`src/rtl/status_pkg.sv`:
```
package status_pkg;
    localparam int STAT_W   = 8;
    localparam int FLAG_N   = 3;
    localparam int CAUSE_N  = 2;
    localparam int BANK_N   = 3;
    localparam int FLAG_LSB  = 0;
    localparam int CAUSE_LSB = FLAG_LSB + FLAG_N;
    localparam int BANK_LSB  = CAUSE_LSB + CAUSE_N;

    typedef struct packed {
        logic irp;
        logic rp1;
        logic rp0;
        logic tmo;
        logic pwd;
        logic zf;
        logic dcf;
        logic cyf;
    } status_t;
endpackage

```
`src/rtl/stat_flag_unit.sv`:
```
module stat_flag_unit #(
    parameter int          N       = 3,
    parameter logic [N-1:0] RST_VAL = '0
) (
    input  logic         clk,
    input  logic         rst_n,
    input  logic         wr_en,
    input  logic [N-1:0] wr_bits,
    input  logic [N-1:0] upd_en,
    input  logic [N-1:0] upd_val,
    output logic [N-1:0] flags
);
    for (genvar i = 0; i < N; i++) begin : g_flag
        always_ff @(posedge clk or negedge rst_n) begin
            if (!rst_n)          flags[i] <= RST_VAL[i];
            else if (upd_en[i])  flags[i] <= upd_val[i];
            else if (wr_en)      flags[i] <= wr_bits[i];
        end

        AST_FLAG_LOGIC_WINS: assert property (@(posedge clk) disable iff (!rst_n)
            upd_en[i] |=> flags[i] == $past(upd_val[i]));
        AST_FLAG_TAKES_WRITE: assert property (@(posedge clk) disable iff (!rst_n)
            (wr_en && !upd_en[i]) |=> flags[i] == $past(wr_bits[i]));
        AST_FLAG_HOLDS: assert property (@(posedge clk) disable iff (!rst_n)
            (!wr_en && !upd_en[i]) |=> $stable(flags[i]));
    end
endmodule

```
`src/rtl/stat_cause_unit.sv`:
```
module stat_cause_unit #(
    parameter int N = 2
) (
    input  logic         clk,
    input  logic         rst_n,
    input  logic [N-1:0] set_i,
    input  logic [N-1:0] clr_i,
    output logic [N-1:0] cause
);
    for (genvar i = 0; i < N; i++) begin : g_cause
        always_ff @(posedge clk or negedge rst_n) begin
            if (!rst_n)         cause[i] <= 1'b1;
            else if (set_i[i])  cause[i] <= 1'b1;
            else if (clr_i[i])  cause[i] <= 1'b0;
        end

        AST_CAUSE_SET: assert property (@(posedge clk) disable iff (!rst_n)
            set_i[i] |=> cause[i]);
        AST_CAUSE_CLR: assert property (@(posedge clk) disable iff (!rst_n)
            (clr_i[i] && !set_i[i]) |=> !cause[i]);
        AST_CAUSE_NO_SW: assert property (@(posedge clk) disable iff (!rst_n)
            (!set_i[i] && !clr_i[i]) |=> $stable(cause[i]));
    end
endmodule

```
`src/rtl/stat_bank_unit.sv`:
```
module stat_bank_unit #(
    parameter int N = 3
) (
    input  logic         clk,
    input  logic         rst_n,
    input  logic         wr_en,
    input  logic [N-1:0] wr_bits,
    output logic [N-1:0] bank
);
    always_ff @(posedge clk or negedge rst_n) begin
        if (!rst_n)     bank <= '0;
        else if (wr_en) bank <= wr_bits;
    end

    AST_BANK_WRITE: assert property (@(posedge clk) disable iff (!rst_n)
        wr_en |=> bank == $past(wr_bits));
    AST_BANK_HOLD: assert property (@(posedge clk) disable iff (!rst_n)
        !wr_en |=> $stable(bank));
endmodule

```
`src/rtl/status_reg_core.sv`:
```
module status_reg_core
    import status_pkg::*;
(
    input  logic              clk,
    input  logic              rst_n,
    input  logic              wr_en,
    input  logic [STAT_W-1:0] wr_data,
    input  logic [FLAG_N-1:0] flg_upd_en,
    input  logic [FLAG_N-1:0] flg_val,
    input  logic              tmo_set,
    input  logic              tmo_clr,
    input  logic              pwd_set,
    input  logic              pwd_clr,
    output logic [STAT_W-1:0] rd_data,
    output logic [1:0]        bank_sel,
    output logic              ind_bank
);
    logic [FLAG_N-1:0]  flags_q;
    logic [CAUSE_N-1:0] cause_q;
    logic [BANK_N-1:0]  bank_q;
    status_t            stat;

    stat_flag_unit #(.N(FLAG_N), .RST_VAL('0)) u_flags (
        .clk     (clk),
        .rst_n   (rst_n),
        .wr_en   (wr_en),
        .wr_bits (wr_data[FLAG_LSB +: FLAG_N]),
        .upd_en  (flg_upd_en),
        .upd_val (flg_val),
        .flags   (flags_q)
    );

    stat_cause_unit #(.N(CAUSE_N)) u_cause (
        .clk   (clk),
        .rst_n (rst_n),
        .set_i ({tmo_set, pwd_set}),
        .clr_i ({tmo_clr, pwd_clr}),
        .cause (cause_q)
    );

    stat_bank_unit #(.N(BANK_N)) u_bank (
        .clk     (clk),
        .rst_n   (rst_n),
        .wr_en   (wr_en),
        .wr_bits (wr_data[BANK_LSB +: BANK_N]),
        .bank    (bank_q)
    );

    always_comb begin
        stat = status_t'({bank_q, cause_q, flags_q});
        rd_data  = stat;
        bank_sel = {stat.rp1, stat.rp0};
        ind_bank = stat.irp;
    end

    AST_BANK_PORT: assert property (@(posedge clk) disable iff (!rst_n)
        bank_sel == rd_data[6:5] && ind_bank == rd_data[7]);
    AST_RESET_VALUE: assert property (@(posedge clk)
        !rst_n |=> (rd_data == 8'h18 || rst_n));
endmodule

```
`config.mk`:
```
export PLATFORM = sky130hd
export DESIGN_NAME = status_reg_core
export DESIGN_NICKNAME = d
export VERILOG_FILES = /design/src/rtl/status_pkg.sv /design/src/rtl/stat_flag_unit.sv /design/src/rtl/stat_cause_unit.sv /design/src/rtl/stat_bank_unit.sv /design/src/rtl/status_reg_core.sv
export SDC_FILE = /design/constraint.sdc
export NUM_CORES = 1
export LEC_CHECK = 0
export CORE_AREA = 2 2 39 41
export CTS_CLUSTER_SIZE = 24
export DETAILED_ROUTE_END_ITERATION = 10
export DIE_AREA = 0 0 41 43
export HOLD_SLACK_MARGIN = 0.02
export PLACE_DENSITY = 0.69
export SKIP_CTS_REPAIR_TIMING = 1
export SYNTH_ARGS = -nofsm -noshare
export SYNTH_HDL_FRONTEND = slang
export SYNTH_HIERARCHICAL = 1
export SYNTH_SLANG_ARGS = --single-unit
export TNS_END_PERCENT = 20
```
`constraint.sdc`:
```
create_clock -name clk -period 1.75 [get_ports clk]
set_input_delay 0.4375 -clock clk [delete_from_list [all_inputs] [get_ports clk]]
set_output_delay 0.4375 -clock clk [all_outputs]
set_load 0.02 [all_outputs]
```
=== Word-level counts from Yosys, hierarchy flattened ===
Index checks and enable logic that the tools add are counted.

* Register bits: 8
* Latch bits: 0
* RAM bits: 0
* ROM bits: 0
* Input port bits: 21
* Output and inout bits: 11
* Logic and storage cells: 21
* Memories: 0

* $add $sub $neg: 0
* $mul: 0
* Divide/modulo/power cells: 0
* $lt $le $gt $ge: 0
* Eq/ne operators: 0
* Shift-type cells: 0
* Muxes and demuxes: 10
* Bitwise gates (word level): 0
* Reduce and logical (&&, ||, !) cells: 5

{| class="wikitable"
|+ Operator list
! cell !! number
|-
| $mux W1 || 10
|-
| $reduce_bool A2 Y1 || 5
|}

=== Logic depth before layout (Yosys ltp) ===
Gate-level depths: netlist (run 1).

* Word-level depth: 2
* Depth in mapped cells: 2
* Gate-level depth less buffers: 2

=== Modules after synthesis ===
Netlist (run 1), hierarchy kept.

{| class="wikitable"
|+ Modules (own cells, without submodules)
! module !! times used !! cells an instance !! area each (um^2) !! seq. area each (um^2)
|-
| stat_flag_unit || 1 || 12 || 131.4 || 75.1
|-
| stat_bank_unit || 1 || 6 || 108.9 || 75.1
|-
| stat_cause_unit || 1 || 6 || 75.1 || 52.6
|-
| status_reg_core || 1 || 3 || 22.5 || 0.0
|}

=== Worst setup path before layout (run 1) ===
Ideal clock, no wire load.

* Kind: reg2out
* Start point: reg u_bank.bank[0]
* End point: out rd_data[5]
* Arrival time: 624 ps
* Data required time: 1312 ps
* Path slack: 689 ps
* Stages on the path, launching flop included: 2
* Buffers on the path: 1
* Cell sequence: dfrtp_1 -> buf_4

{| class="wikitable"
|+ RTL lines
! what !! RTL line !! source
|-
| start, declared || stat_bank_unit.sv:8 || <nowiki>output logic [N-1:0] bank</nowiki>
|-
| start signal, assigned || stat_bank_unit.sv:12 || <nowiki>else if (wr_en) bank <= wr_bits;</nowiki>
|-
| end, declared || status_reg_core.sv:14 || <nowiki>output logic [STAT_W-1:0] rd_data,</nowiki>
|}

No word-level cell between the ends.

=== Worst setup path after layout (run 1) ===
* Start point: reg u_bank.bank[1]
* End point: out rd_data[6]

No word-level cell between the ends.

==> impl_metrics.json, run 1 <==
{
  "drtIter0Drc": 0,
  "pwr-share-seq_pct": 43.1,
  "ir_drop_v": 0.000373,
  "layout_setup_ws_ns": 0.0925,
  "synth.most_common_cell": "dfrtp_1",
  "ys.flop_type": "dfrtp_1",
  "ys_seq_area_share_pct": 60.0,
  "synthAdderAreaFrac_pct": 0,
  "clock_skew_ns": 0,
  "drive_gt1_share_pct": 14.3,
  "drv_slew": 0,
  "ctsHtreeMaxLevel": 1,
  "cts_sinks": 8,
  "cp.required_ns": 1.31,
  "cts-root-buf": "clkbuf_4",
  "placed_cells": 69,
  "io_pins": 32,
  "cp.depth": 1,
  "first_global_vias": 267,
  "synth_nets": 48,
  "cts-buffers-inserted": 3,
  "dieArea_mm2": 0.00176,
  "track_usage_pct": 10.1,
  "pwr-share-clk_pct": 27.8,
  "leakage_nw": 0.293,
  "design_area_um2": 653,
  "finalCritPeriodShare_pct": 94.7,
  "stdcell_count": 72,
  "synth_compound_area_share_pct": 8.89,
  "fp.coreArea_mm2": 0.00138,
  "vias": 295,
  "io_buffers": 29,
  "cpPeakStageDelay_ns": 0.61,
  "viasPerCell": 4.10,
  "fp.dieW_um": 41,
  "syn_inst": 27,
  "dpl-instance-area_um2": 626,
  "drtPass1Iterations": 1,
  "netlist_area_um2": 338,
  "relSlewSlack_pct": 76.1,
  "crit_arrival_ns": 1.22,
  "switching_share_pct": 25.2,
  "path_delay_family": "buffers and inverters",
  "power_mw": 0.494,
  "endpoint_kind": "output pin",
  "max_clock_freq_ghz": 0.603,
  "clk_latency_ns": 0.25,
  "grt_max_degree": 9,
  "critPathSlowestCell": "clkdlybuf4s50_1",
  "finalHoldViolations": 0,
  "fin_crit_ns": 1.66,
  "max-cap-violations": 0,
  "start_util_pct": 24.4,
  "final_antenna_net_count": 0,
  "clk_pin_slew_worst_paths_ns": 0.05,
  "ff2ff_path_depth": 1,
  "worst_pin_slew_ns": 0.358,
  "clock_path_buffers": 2,
  "antenna_found_initial": 0,
  "gr-total-overflow": 0,
  "yosys.area_share.simple_pct": 3.33,
  "worstPathMaxFanout": 3,
  "drc_errors": 0,
  "synth_top_area_share_pct": 44.4,
  "synthDistinctLibCells": 9,
  "insertedDiodeCount": 0,
  "p_int_mw": 0.370,
  "switching_power_mw": 0.125,
  "synth-async-reset-ratio_pct": 100,
  "synthXorXnorAreaFrac_pct": 0,
  "dpl.hpwl_um": 542,
  "syn_avg_cell_area_um2": 12.5,
  "syn2layout_area_growth_pct": 93.3,
  "routabilityCongestion": 0.537,
  "yosys_warnings": 6,
  "place_ws_ns": 0.131,
  "synth_edf_count": 0,
  "tns_ns": 0,
  "combPwrFrac_pct": 29.1,
  "cp-start-kind": "flop",
  "status": "complete, no violations",
  "synth.area.top_cells": "dfrtp_1 44%, dfstp_2 16%, mux2_2 10%",
  "hp-class": "input pin to async pin",
  "yosys.area.top_type": "dfrtp_1",
  "setup_viol": 0,
  "grt_pass1_wl_mm": 1.14,
  "path_cells": "clkdlybuf4s50_1",
  "worst-setup-path-type": "flop to output pin",
  "rows": 14,
  "muxShareOfSynthArea_pct": 18.9,
  "utilization_pct": 47.2,
  "nFillCells": 131,
  "wl_per_cell_um": 9.69,
  "pwr_density_cell_mw_per_mm2": 757,
  "rsz0062_at_grt": "no",
  "nets": 79,
  "cts_tree": "done",
  "wl_um": 698,
  "ys_ff_latch": 8,
  "path_buf_inv": 1,
  "die_h_um": 43,
  "synth_top_family_by_area": "multiplexers",
  "whs_ns": 0.464
}
[per-layer routing]
layer	track usage [%]	part of all wire (%)
met5	0	0
met4	8.00	0
met3	3.14	11
met1	12.0	41
met2	14.4	47
[path summary, 6_finish.rpt]
| check | startpoint | slack, ns | end |
|---|---|---|---|
| max | u_bank/bank[1] | 0.09 | rd_data[6] |
| min | rst_n | 0.46 | u_bank/bank[1] |
| max reg2reg | u_bank/bank[1] | 0.99 | u_bank/bank[1] |
| min reg2reg | u_cause/cause[0] | 0.51 | u_cause/cause[0] |
| max in group asynchronous | rst_n | 0.98 | u_cause/cause[0] |
| min in group clk | u_cause/cause[0] | 0.51 | u_cause/cause[0] |
[registers in the layout, indices dropped and copies added, names as in the netlist]
signal	count
u_bank/bank	3
u_flags/flags	3
u_cause/cause	2
[cells in the final DEF, fill, tap and decap left out]
cell             synthesis  layout
dlymetal6s2s_1           0       2
mux2_2                   3       3
clkdlybuf4s50_1          0      27
inv_1                    2       2
nand2_1                  3       3
dfstp_2                  2       2
clkbuf_4                 0       3
o21ai_1                  3       3
dfrtp_1                  6       6
mux2i_1                  3       3
a21o_1                   2       2
[cells by family (layout without fill, tap and decap cells)]
| group | Yosys count | count (layout) |
|---|---|---|
| compound gates | 5 | 5 |
| simple gates | 3 | 3 |
| flops | 8 | 8 |
| mux | 6 | 6 |
| buf+inv | 5 | 34 |
[layout make-up]
cell class	instances	area, µm²	share of cell area [%]
clock buffer	3	22.5	3.45
timing repair buffer	29	295	45.2
tap	16	20.0	3.07
sequential	8	203	31.0
multi-input combinational	14	105	16.1
inverter	2	7.51	1.15
[power by group through the flow]
stage | clock network, mW | logic, mW | registers, mW
after floorplan | 0 | 0.0392 | 0.238
after global placement | 0 | 0.145 | 0.216
after detailed placement | 0 | 0.146 | 0.217
after CTS | 0.152 | 0.147 | 0.214
after global routing | 0.162 | 0.154 | 0.216
final | 0.137 | 0.144 | 0.213
Power figures use the tool's default switching activity.
==> inputs of run 2 (changes only) <==
--- a/config.mk
+++ b/config.mk
@@ -12,6 +12,7 @@
 export HOLD_SLACK_MARGIN = 0.02
 export PLACE_DENSITY = 0.69
 export SKIP_CTS_REPAIR_TIMING = 1
+export SLEW_MARGIN = 30
 export SYNTH_ARGS = -nofsm -noshare
 export SYNTH_HDL_FRONTEND = slang
 export SYNTH_HIERARCHICAL = 1
==> results of run 2 <==
No change in the layout: final DEF, timing and power equal those of run 1.
